$ cat config.mk
export PLATFORM = sky130hd
export DESIGN_NAME = msi_snoop_ctrl
export DESIGN_NICKNAME = d
export VERILOG_FILES = /design/src/rtl/msi_pkg.sv /design/src/rtl/msi_frame_array.sv /design/src/rtl/msi_snoop_unit.sv /design/src/rtl/msi_req_fsm.sv /design/src/rtl/msi_snoop_ctrl.sv
export SDC_FILE = /design/constraint.sdc
export NUM_CORES = 1
export LEC_CHECK = 0
export ABC_CLOCK_PERIOD_IN_PS = 4410
export BUFFER_PORTS_ARGS = -buffer_cell sky130_fd_sc_hd__buf_4
export CAP_MARGIN = 5
export CORE_ASPECT_RATIO = 1.5
export CORE_MARGIN = 3
export CORE_UTILIZATION = 50
export DETAILED_ROUTE_END_ITERATION = 6
export PLACE_DENSITY = 0.7
export SLEW_MARGIN = 20
export SYNTH_ARGS = -nofsm -noshare
export SYNTH_HDL_FRONTEND = slang
export SYNTH_SLANG_ARGS = --single-unit
$ cat constraint.sdc
create_clock -name clk -period 4.41 [get_ports clk]
set_input_delay 0 -clock clk [delete_from_list [all_inputs] [get_ports clk]]
set_output_delay 0 -clock clk [all_outputs]
set_load 0.01 [all_outputs]
$ cat src/rtl/msi_pkg.sv
package msi_pkg;

    typedef enum logic [1:0] {
        ST_I = 2'd0,
        ST_S = 2'd1,
        ST_M = 2'd2
    } line_state_e;

    typedef enum logic [1:0] {
        OP_LOAD  = 2'd0,
        OP_STORE = 2'd1,
        OP_EVICT = 2'd2
    } cpu_op_e;

    typedef enum logic [2:0] {
        CMD_NONE = 3'd0,
        CMD_RD   = 3'd1,
        CMD_RDX  = 3'd2,
        CMD_INV  = 3'd3,
        CMD_WB   = 3'd4
    } bus_cmd_e;

    typedef enum logic [1:0] {
        FS_IDLE = 2'd0,
        FS_REQ  = 2'd1,
        FS_FILL = 2'd2
    } fsm_state_e;

    // Bus step still needed for a processor request against the frame
    // as it stands now; CMD_NONE means it can finish locally.
    function automatic bus_cmd_e plan_action(cpu_op_e op, line_state_e st, logic tag_eq);
        bus_cmd_e r;
        r = CMD_NONE;
        if (op == OP_EVICT) begin
            if (tag_eq && st == ST_M) r = CMD_WB;
        end else if (op == OP_LOAD || op == OP_STORE) begin
            if (st != ST_I && !tag_eq) begin
                // foreign line: dirty victims go back first, clean ones vanish
                if (st == ST_M) r = CMD_WB;
                else            r = (op == OP_LOAD) ? CMD_RD : CMD_RDX;
            end else if (st == ST_I) begin
                r = (op == OP_LOAD) ? CMD_RD : CMD_RDX;
            end else if (op == OP_STORE && st == ST_S) begin
                r = CMD_INV;
            end
        end
        return r;
    endfunction

    function automatic line_state_e snoop_next(line_state_e st, bus_cmd_e cmd);
        line_state_e r;
        r = st;
        case (cmd)
            CMD_RD:  if (st == ST_M) r = ST_S;
            CMD_RDX: r = ST_I;
            CMD_INV: r = ST_I;
            default: r = st;
        endcase
        return r;
    endfunction

    function automatic logic snoop_supplies(line_state_e st, bus_cmd_e cmd);
        return (st == ST_M) && (cmd == CMD_RD || cmd == CMD_RDX);
    endfunction

endpackage

$ cat src/rtl/msi_frame_array.sv
module msi_frame_array
    import msi_pkg::*;
#(
    parameter int FRAMES = 4,
    parameter int TAG_W  = 5,
    parameter int LINE_W = 32,
    localparam int IDX_W = $clog2(FRAMES)
) (
    input  logic              clk,
    input  logic              rst,
    // read port for the processor side
    input  logic [IDX_W-1:0]  a_idx,
    output line_state_e       a_state,
    output logic [TAG_W-1:0]  a_tag,
    output logic [LINE_W-1:0] a_data,
    // read port for the snoop side
    input  logic [IDX_W-1:0]  b_idx,
    output line_state_e       b_state,
    output logic [TAG_W-1:0]  b_tag,
    output logic [LINE_W-1:0] b_data,
    // full write from the processor side (wins on the same frame)
    input  logic              w_en,
    input  logic [IDX_W-1:0]  w_idx,
    input  line_state_e       w_state,
    input  logic [TAG_W-1:0]  w_tag,
    input  logic [LINE_W-1:0] w_data,
    // state-only write from the snoop side
    input  logic              s_en,
    input  logic [IDX_W-1:0]  s_idx,
    input  line_state_e       s_state
);

    line_state_e       st_q   [FRAMES];
    logic [TAG_W-1:0]  tag_q  [FRAMES];
    logic [LINE_W-1:0] data_q [FRAMES];

    for (genvar f = 0; f < FRAMES; f++) begin : g_frame
        logic own_hit, snp_hit;
        assign own_hit = w_en && (w_idx == IDX_W'(f));
        assign snp_hit = s_en && (s_idx == IDX_W'(f));

        always_ff @(posedge clk) begin
            if (rst) begin
                st_q[f]   <= ST_I;
                tag_q[f]  <= '0;
                data_q[f] <= '0;
            end else if (own_hit) begin
                st_q[f]   <= w_state;
                tag_q[f]  <= w_tag;
                data_q[f] <= w_data;
            end else if (snp_hit) begin
                st_q[f]   <= s_state;
            end
        end
    end

    assign a_state = st_q[a_idx];
    assign a_tag   = tag_q[a_idx];
    assign a_data  = data_q[a_idx];
    assign b_state = st_q[b_idx];
    assign b_tag   = tag_q[b_idx];
    assign b_data  = data_q[b_idx];

endmodule

$ cat src/rtl/msi_snoop_unit.sv
module msi_snoop_unit
    import msi_pkg::*;
#(
    parameter int TAG_W  = 5,
    parameter int IDX_W  = 2,
    parameter int LINE_W = 32,
    localparam int LADDR_W = TAG_W + IDX_W
) (
    input  logic               clk,
    input  logic               rst,
    input  logic               snoop_valid,
    input  logic [2:0]         snoop_cmd,
    input  logic [LADDR_W-1:0] snoop_addr,
    output logic [IDX_W-1:0]   rd_idx,
    input  line_state_e        fr_state,
    input  logic [TAG_W-1:0]   fr_tag,
    input  logic [LINE_W-1:0]  fr_data,
    output logic               s_en,
    output logic [IDX_W-1:0]   s_idx,
    output line_state_e        s_state,
    output logic               reply_valid,
    output logic [LINE_W-1:0]  reply_data
);

    bus_cmd_e cmd;
    logic     hit;
    logic     supply;

    assign cmd     = bus_cmd_e'(snoop_cmd);
    assign rd_idx  = snoop_addr[IDX_W-1:0];
    assign s_idx   = rd_idx;
    assign hit     = (fr_state != ST_I) && (fr_tag == snoop_addr[LADDR_W-1 -: TAG_W]);
    assign s_state = snoop_next(fr_state, cmd);
    assign s_en    = snoop_valid && hit && (s_state != fr_state);
    assign supply  = snoop_valid && hit && snoop_supplies(fr_state, cmd);

    always_ff @(posedge clk) begin
        if (rst) begin
            reply_valid <= 1'b0;
            reply_data  <= '0;
        end else begin
            reply_valid <= supply;
            if (supply) reply_data <= fr_data;
        end
    end

endmodule

$ cat src/rtl/msi_req_fsm.sv
module msi_req_fsm
    import msi_pkg::*;
#(
    parameter int ADDR_W = 8,
    parameter int DATA_W = 16,
    parameter int WORDS  = 2,
    parameter int FRAMES = 4,
    localparam int OFF_W   = $clog2(WORDS),
    localparam int IDX_W   = $clog2(FRAMES),
    localparam int TAG_W   = ADDR_W - OFF_W - IDX_W,
    localparam int LADDR_W = ADDR_W - OFF_W,
    localparam int LINE_W  = DATA_W * WORDS
) (
    input  logic               clk,
    input  logic               rst,
    input  logic               cpu_valid,
    input  logic [1:0]         cpu_op,
    input  logic [ADDR_W-1:0]  cpu_addr,
    input  logic [DATA_W-1:0]  cpu_wdata,
    output logic               cpu_ready,
    output logic               cpu_resp_valid,
    output logic [DATA_W-1:0]  cpu_rdata,
    input  logic               snoop_busy,
    output logic               bus_req,
    output logic [2:0]         bus_cmd,
    output logic [LADDR_W-1:0] bus_addr,
    output logic [LINE_W-1:0]  bus_wdata,
    input  logic               bus_gnt,
    input  logic               bus_fill_valid,
    input  logic [LINE_W-1:0]  bus_fill_data,
    output logic [IDX_W-1:0]   rd_idx,
    input  line_state_e        fr_state,
    input  logic [TAG_W-1:0]   fr_tag,
    input  logic [LINE_W-1:0]  fr_data,
    output logic               w_en,
    output logic [IDX_W-1:0]   w_idx,
    output line_state_e        w_state,
    output logic [TAG_W-1:0]   w_tag,
    output logic [LINE_W-1:0]  w_data
);

    function automatic logic [LINE_W-1:0] put_word(logic [LINE_W-1:0] line,
                                                   logic [OFF_W-1:0] off,
                                                   logic [DATA_W-1:0] w);
        logic [LINE_W-1:0] r;
        r = line;
        r[int'(off)*DATA_W +: DATA_W] = w;
        return r;
    endfunction

    function automatic logic [DATA_W-1:0] get_word(logic [LINE_W-1:0] line,
                                                   logic [OFF_W-1:0] off);
        return line[int'(off)*DATA_W +: DATA_W];
    endfunction

    fsm_state_e        st_q;
    cpu_op_e           p_op;
    logic [TAG_W-1:0]  p_tag;
    logic [IDX_W-1:0]  p_idx;
    logic [OFF_W-1:0]  p_off;
    logic [DATA_W-1:0] p_wdata;
    logic              p_rdx;

    cpu_op_e           cur_op;
    logic [TAG_W-1:0]  cur_tag;
    logic [IDX_W-1:0]  cur_idx;
    logic [OFF_W-1:0]  cur_off;
    logic [DATA_W-1:0] cur_wdata;
    logic              tag_eq;
    bus_cmd_e          act;
    logic              quiet, take, local_go, gnt_go, fill_go, resp_fire;
    logic [DATA_W-1:0] resp_word;

    always_comb begin
        if (st_q == FS_IDLE) begin
            cur_op    = cpu_op_e'(cpu_op);
            cur_tag   = cpu_addr[ADDR_W-1 -: TAG_W];
            cur_idx   = cpu_addr[OFF_W +: IDX_W];
            cur_off   = cpu_addr[OFF_W-1:0];
            cur_wdata = cpu_wdata;
        end else begin
            cur_op    = p_op;
            cur_tag   = p_tag;
            cur_idx   = p_idx;
            cur_off   = p_off;
            cur_wdata = p_wdata;
        end
    end

    assign rd_idx = cur_idx;
    assign tag_eq = (fr_tag == cur_tag);
    assign act    = plan_action(cur_op, fr_state, tag_eq);

    // own-side steps wait for a cycle with no snoop, so a decision never
    // rests on a frame the snoop side is rewriting in the same edge
    assign quiet     = !snoop_busy;
    assign cpu_ready = (st_q == FS_IDLE) && quiet;
    assign take      = cpu_ready && cpu_valid;
    assign local_go  = quiet && ((st_q == FS_IDLE && cpu_valid) || st_q == FS_REQ)
                       && (act == CMD_NONE);
    assign gnt_go    = (st_q == FS_REQ) && quiet && (act != CMD_NONE) && bus_gnt;
    assign fill_go   = (st_q == FS_FILL) && bus_fill_valid;
    assign resp_fire = local_go || (gnt_go && act == CMD_INV) || fill_go;

    assign bus_req   = (st_q == FS_REQ) && (act != CMD_NONE);
    assign bus_cmd   = bus_req ? 3'(act) : 3'(CMD_NONE);
    assign bus_addr  = (act == CMD_WB) ? {fr_tag, cur_idx} : {cur_tag, cur_idx};
    assign bus_wdata = fr_data;

    always_comb begin
        w_en    = 1'b0;
        w_idx   = cur_idx;
        w_state = fr_state;
        w_tag   = fr_tag;
        w_data  = fr_data;
        if (local_go) begin
            if (cur_op == OP_STORE) begin
                w_en   = 1'b1;
                w_data = put_word(fr_data, cur_off, cur_wdata);
            end else if (cur_op == OP_EVICT && fr_state == ST_S && tag_eq) begin
                w_en    = 1'b1;
                w_state = ST_I;
            end
        end else if (gnt_go) begin
            if (act == CMD_WB) begin
                w_en    = 1'b1;
                w_state = ST_I;
            end else if (act == CMD_INV) begin
                w_en    = 1'b1;
                w_state = ST_M;
                w_data  = put_word(fr_data, cur_off, cur_wdata);
            end
        end else if (fill_go) begin
            w_en    = 1'b1;
            w_tag   = cur_tag;
            w_state = p_rdx ? ST_M : ST_S;
            w_data  = p_rdx ? put_word(bus_fill_data, cur_off, cur_wdata) : bus_fill_data;
        end
    end

    assign resp_word = (cur_op == OP_STORE) ? cur_wdata
                     : get_word(fill_go ? bus_fill_data : fr_data, cur_off);

    always_ff @(posedge clk) begin
        if (rst) begin
            st_q           <= FS_IDLE;
            p_op           <= OP_LOAD;
            p_tag          <= '0;
            p_idx          <= '0;
            p_off          <= '0;
            p_wdata        <= '0;
            p_rdx          <= 1'b0;
            cpu_resp_valid <= 1'b0;
            cpu_rdata      <= '0;
        end else begin
            cpu_resp_valid <= resp_fire;
            if (resp_fire) cpu_rdata <= resp_word;
            if (take) begin
                p_op    <= cur_op;
                p_tag   <= cur_tag;
                p_idx   <= cur_idx;
                p_off   <= cur_off;
                p_wdata <= cur_wdata;
            end
            case (st_q)
                FS_IDLE: if (take && act != CMD_NONE) st_q <= FS_REQ;
                FS_REQ: begin
                    if (local_go) begin
                        st_q <= FS_IDLE;
                    end else if (gnt_go) begin
                        if (act == CMD_INV) begin
                            st_q <= FS_IDLE;
                        end else if (act == CMD_RD || act == CMD_RDX) begin
                            st_q  <= FS_FILL;
                            p_rdx <= (act == CMD_RDX);
                        end
                    end
                end
                FS_FILL: if (fill_go) st_q <= FS_IDLE;
                default: st_q <= FS_IDLE;
            endcase
        end
    end

endmodule

$ cat src/rtl/msi_snoop_ctrl.sv
module msi_snoop_ctrl
    import msi_pkg::*;
#(
    parameter int ADDR_W = 8,
    parameter int DATA_W = 16,
    parameter int WORDS  = 2,
    parameter int FRAMES = 4
) (
    input  logic                                  clk,
    input  logic                                  rst,
    input  logic                                  cpu_valid,
    input  logic [1:0]                            cpu_op,
    input  logic [ADDR_W-1:0]                     cpu_addr,
    input  logic [DATA_W-1:0]                     cpu_wdata,
    output logic                                  cpu_ready,
    output logic                                  cpu_resp_valid,
    output logic [DATA_W-1:0]                     cpu_rdata,
    output logic                                  bus_req,
    output logic [2:0]                            bus_cmd,
    output logic [ADDR_W-$clog2(WORDS)-1:0]       bus_addr,
    output logic [DATA_W*WORDS-1:0]               bus_wdata,
    input  logic                                  bus_gnt,
    input  logic                                  bus_fill_valid,
    input  logic [DATA_W*WORDS-1:0]               bus_fill_data,
    input  logic                                  snoop_valid,
    input  logic [2:0]                            snoop_cmd,
    input  logic [ADDR_W-$clog2(WORDS)-1:0]       snoop_addr,
    output logic                                  reply_valid,
    output logic [DATA_W*WORDS-1:0]               reply_data
);

    localparam int OFF_W   = $clog2(WORDS);
    localparam int IDX_W   = $clog2(FRAMES);
    localparam int TAG_W   = ADDR_W - OFF_W - IDX_W;
    localparam int LADDR_W = ADDR_W - OFF_W;
    localparam int LINE_W  = DATA_W * WORDS;

    logic [IDX_W-1:0]  a_idx, b_idx, w_idx, s_idx;
    line_state_e       a_state, b_state, w_state, s_state;
    logic [TAG_W-1:0]  a_tag, b_tag, w_tag;
    logic [LINE_W-1:0] a_data, b_data, w_data;
    logic              w_en, s_en;

    msi_frame_array #(.FRAMES(FRAMES), .TAG_W(TAG_W), .LINE_W(LINE_W)) u_frames (
        .clk(clk), .rst(rst),
        .a_idx(a_idx), .a_state(a_state), .a_tag(a_tag), .a_data(a_data),
        .b_idx(b_idx), .b_state(b_state), .b_tag(b_tag), .b_data(b_data),
        .w_en(w_en), .w_idx(w_idx), .w_state(w_state), .w_tag(w_tag), .w_data(w_data),
        .s_en(s_en), .s_idx(s_idx), .s_state(s_state)
    );

    msi_req_fsm #(.ADDR_W(ADDR_W), .DATA_W(DATA_W), .WORDS(WORDS), .FRAMES(FRAMES)) u_req (
        .clk(clk), .rst(rst),
        .cpu_valid(cpu_valid), .cpu_op(cpu_op), .cpu_addr(cpu_addr), .cpu_wdata(cpu_wdata),
        .cpu_ready(cpu_ready), .cpu_resp_valid(cpu_resp_valid), .cpu_rdata(cpu_rdata),
        .snoop_busy(snoop_valid),
        .bus_req(bus_req), .bus_cmd(bus_cmd), .bus_addr(bus_addr), .bus_wdata(bus_wdata),
        .bus_gnt(bus_gnt), .bus_fill_valid(bus_fill_valid), .bus_fill_data(bus_fill_data),
        .rd_idx(a_idx), .fr_state(a_state), .fr_tag(a_tag), .fr_data(a_data),
        .w_en(w_en), .w_idx(w_idx), .w_state(w_state), .w_tag(w_tag), .w_data(w_data)
    );

    msi_snoop_unit #(.TAG_W(TAG_W), .IDX_W(IDX_W), .LINE_W(LINE_W)) u_snoop (
        .clk(clk), .rst(rst),
        .snoop_valid(snoop_valid), .snoop_cmd(snoop_cmd), .snoop_addr(snoop_addr),
        .rd_idx(b_idx), .fr_state(b_state), .fr_tag(b_tag), .fr_data(b_data),
        .s_en(s_en), .s_idx(s_idx), .s_state(s_state),
        .reply_valid(reply_valid), .reply_data(reply_data)
    );

endmodule

==> out/metrics.yaml <==
reg2reg_to: "u_frames.data_q[3][0]$_SDFFCE_PN0P_"
die_area_um2: 31000
swShare_pct: 29.5
core-area_um2: 28200
rows: 75
min_from: "cpu_valid"
hold_viol: 0
syn-cell-area_um2: 14500
drtIter0Drc: 1546
clk_latency_ps: 530
worstHoldPathType: "in2reg"
postSynth.asyncResetShare_pct: 0
yosysWarnings: 0
clkPwrFrac_pct: 36.9
clockBufferDepth: 3
grt_start_max_net_pins: 80
crit_type: "reg2reg"
finalClockSkew_ps: 14.0
vias: 14183
ioPinCount: 168
cts_setup_buffers: 0
power_density_nw_per_um2: 348
ys_seq_elements: 235
reg2reg_slack_ps: 310
synth_edf_count: 156
min_to: "u_req.p_op[0]$_SDFFE_PP0P_"
dp_slack_ps: 481
setup_tns_ps: 0
ant_nets: 0
drt-total-wl_um: 52500
worst_slack_ps: 306
setup_viol_count_final: 0
synthSimpleGateAreaFrac_pct: 16.1
synth_top_flop_cell: "edfxtp_1"
muxShareOfSynthArea_pct: 13.2
post_cts_resized: 0
worstPathArrival_ps: 4470
synthAdderAreaFrac_pct: 0
die_w_um: 145
seq_power_share_pct: 40.3
endpoint_kind: "flip-flop"
h-tree-depth: 1
cts_buffers: 25
die_y_um: 214
final.fill_count: 2388
cts_tree: "built"
initial_core_util_pct: 51.2
gp_congestion: 0.976
fmax_mhz: 244
multi_input_comb_area_um2: 7580
cp_max_fo: 15
synth_compound_area_share_pct: 22.2
grt_usage_pct: 32.9
slew_headroom_pct: 33.6
tightest_slew_ps: 996
diodes: 0
yosysSeqAreaShare_pct: 43.3
p_comb_share_pct: 22.8
drive_gt1_share_pct: 21.4
grt_overflow: 0
ir_worst_vdd_mv: 0.301
cap_violations: 0
status: "finished, final reports clean"
synthToLayoutAreaGrowth_pct: 22.1
synth_area_per_cell_um2: 9.13
cp.required_ps: 4770
synth-xor-area-share_pct: 0.424
leakage_uw: 0.00672
period_needed_ps: 4100
final-seq-area_um2: 6270
grt_pass1_wl_um: 79600
syn_nets: 1658
synth_cell_type_count: 68
antenna_found_initial: 0
p_sw_uw: 1810
clkTransAtPathRegs_ps: 60
drcViolationCount: 0
reg2reg_depth: 11
clock_sinks: 235
rsz0062_at_grt: "false"
dp_hpwl_um: 35400
synth_top_family_by_area: "compound AO/OA/AOI/OAI gates"
hold_depth: 3
io_buffers: 167
drt-pass1-iter-count: 5
routedWlPerCell_um: 24.2
cp-start-kind: "flip-flop"
synth_cells: 1584
grt_pass1_vias: 13937
via_per_inst: 6.54
slew_violations: 0
nNetsFinal: 1840
r2r-start: "u_req.st_q[1]$_SDFFE_PP0P_"
fin_crit_sh_pct: 93.1
cts-root-buf: "clkbuf_16"
p_int_uw: 4330
-- placed cells by master, fill, tap and decap left out, drive strengths merged, types with 5 or more instances in the layout --
| cell type | instances |
|---|---|
| a211o | 5 |
| a211oi | 103 |
| a21oi | 205 |
| a31oi | 55 |
| and2 | 7 |
| and3 | 55 |
| buf | 268 |
| bufinv | 5 |
| clkbuf | 31 |
| clkinv | 5 |
| dfxtp | 79 |
| dlygate4sd3 | 34 |
| edfxtp | 156 |
| inv | 13 |
| mux2 | 6 |
| mux2i | 92 |
| mux4 | 41 |
| nand2 | 189 |
| nand3 | 31 |
| nand4 | 6 |
| nor2 | 197 |
| nor2b | 6 |
| nor3 | 24 |
| o211ai | 8 |
| o21ai | 77 |
| o32ai | 29 |
| xnor2 | 5 |
-- area by class of cell --
type,count,share of cell area (%)
clock buffers,31,3.79
clock inverters,13,1.13
inverters,11,0.234
multi-input cells,1191,42.9
flip-flops and latches,235,35.5
well taps,385,2.73
repair buffers,302,13.7
-- cell families after synthesis --
logic type / Yosys count
AND/OR/NAND/NOR: 531
multiplexers: 139
flip-flops: 235
AO/OA/AOI/OAI: 514
buffers and inverters: 158
XOR/XNOR: 7
-- cells in the mapped netlist, types with 7 or more instances --
| master | instances | area (um2) |
|---|---|---|
| o32ai_1 | 29 | 254 |
| clkbuf_1 | 95 | 357 |
| and3_1 | 55 | 344 |
| o21ai_0 | 67 | 335 |
| and2_1 | 7 | 43.8 |
| buf_1 | 13 | 48.8 |
| mux4_2 | 41 | 923 |
| nand2_1 | 189 | 709 |
| edfxtp_1 | 156 | 4680 |
| inv_1 | 9 | 33.8 |
| nor3_1 | 24 | 120 |
| a31oi_1 | 55 | 344 |
| buf_2 | 32 | 160 |
| a21oi_1 | 204 | 1020 |
| dfxtp_1 | 79 | 1580 |
| mux2i_1 | 92 | 921 |
| o211ai_1 | 8 | 60.1 |
| nor2_1 | 194 | 728 |
| nand3_1 | 30 | 150 |
| o21ai_1 | 8 | 40.0 |
| a211oi_1 | 99 | 743 |
-- stage by stage --
step | util (%) | power (uW) | instance area (um2) | std cells | hold WS (ps)
2_1_floorplan | - | 3290 | 14500 | 1584 | 58.7
3_3_place_gp | 58.2 | 3830 | 16400 | 2090 | 263
3_5_place_dp | 58.2 | 3850 | 16400 | 2090 | 274
4_1_cts | 62.5 | 6120 | 17700 | 2168 | 7.65
5_1_grt | 62.5 | 6330 | 17700 | 2168 | 35.2
6_report | 62.5 | 6130 | 17700 | 2168 | 19.4
-- power groups by stage --
| stage | clock network [uW] | registers, uW | logic (uW) |
|---|---|---|---|
| 4_1_cts | 2280 | 2470 | 1370 |
| 5_1_grt | 2370 | 2480 | 1480 |
| 3_3_place_gp | 0 | 2510 | 1320 |
| 3_5_place_dp | 0 | 2520 | 1330 |
| 6_report | 2260 | 2470 | 1400 |
| 2_1_floorplan | 0 | 2510 | 778 |
-- per-layer routing --
metal	vias to the layer above	wire length (um)	part of all wire (%)	GRT usage [%]
li1	6327	-	-	-
met4	0	3350	6.4	18.6
met3	180	4700	9.0	5.27
met5	-	0	0	0
met1	6832	19100	36	40.7
met2	844	25400	48	53.8
-- registers in the layout, indices dropped and copies added, names as in the netlist --
| name | flops |
|---|---|
| u_frames.data_q | 128 |
| u_frames.st_q | 8 |
| u_frames.tag_q | 20 |
| u_req.cpu_rdata | 16 |
| u_req.cpu_resp_valid | 1 |
| u_req.p_idx | 2 |
| u_req.p_off | 1 |
| u_req.p_op | 2 |
| u_req.p_rdx | 1 |
| u_req.p_tag | 5 |
| u_req.p_wdata | 16 |
| u_req.st_q | 2 |
| u_snoop.reply_data | 32 |
| u_snoop.reply_valid | 1 |
-- worst max path at each step --
stage / from / endpoint / slack [ps] / depth (start not counted)
floorplan: u_req.st_q[1]$_SDFFE_PP0P_ / u_frames.data_q[0][0]$_SDFFCE_PN0P_ / 500 / 12
global placement: u_req.st_q[1]$_SDFFE_PP0P_ / u_frames.data_q[0][0]$_SDFFCE_PN0P_ / 560 / 11
detailed placement: u_req.st_q[1]$_SDFFE_PP0P_ / u_frames.data_q[3][0]$_SDFFCE_PN0P_ / 480 / 11
CTS: u_req.st_q[1]$_SDFFE_PP0P_ / u_frames.data_q[3][0]$_SDFFCE_PN0P_ / 410 / 11
global route: u_req.st_q[1]$_SDFFE_PP0P_ / u_frames.data_q[3][0]$_SDFFCE_PN0P_ / 160 / 11
finish: u_req.st_q[1]$_SDFFE_PP0P_ / u_frames.data_q[3][0]$_SDFFCE_PN0P_ / 310 / 11
-- timing repair --
item                                    4_1_cts  5_1_grt
hold buffers                                 34        0
endpoints found under the setup margin        0        0
endpoints found under the hold margin        25        0
-- worst max-delay path, stage by stage (launching register included) --
cell      delay (ps)
dfxtp_1          390
or3b_1           430
and2_2           280
inv_2            260
nand3_1          180
a21boi_1         200
o221ai_1         160
buf_4            220
or3_4            440
a21oi_2          700
o21ai_0          420
a21oi_1          250
(Power assumes the default switching activity.)
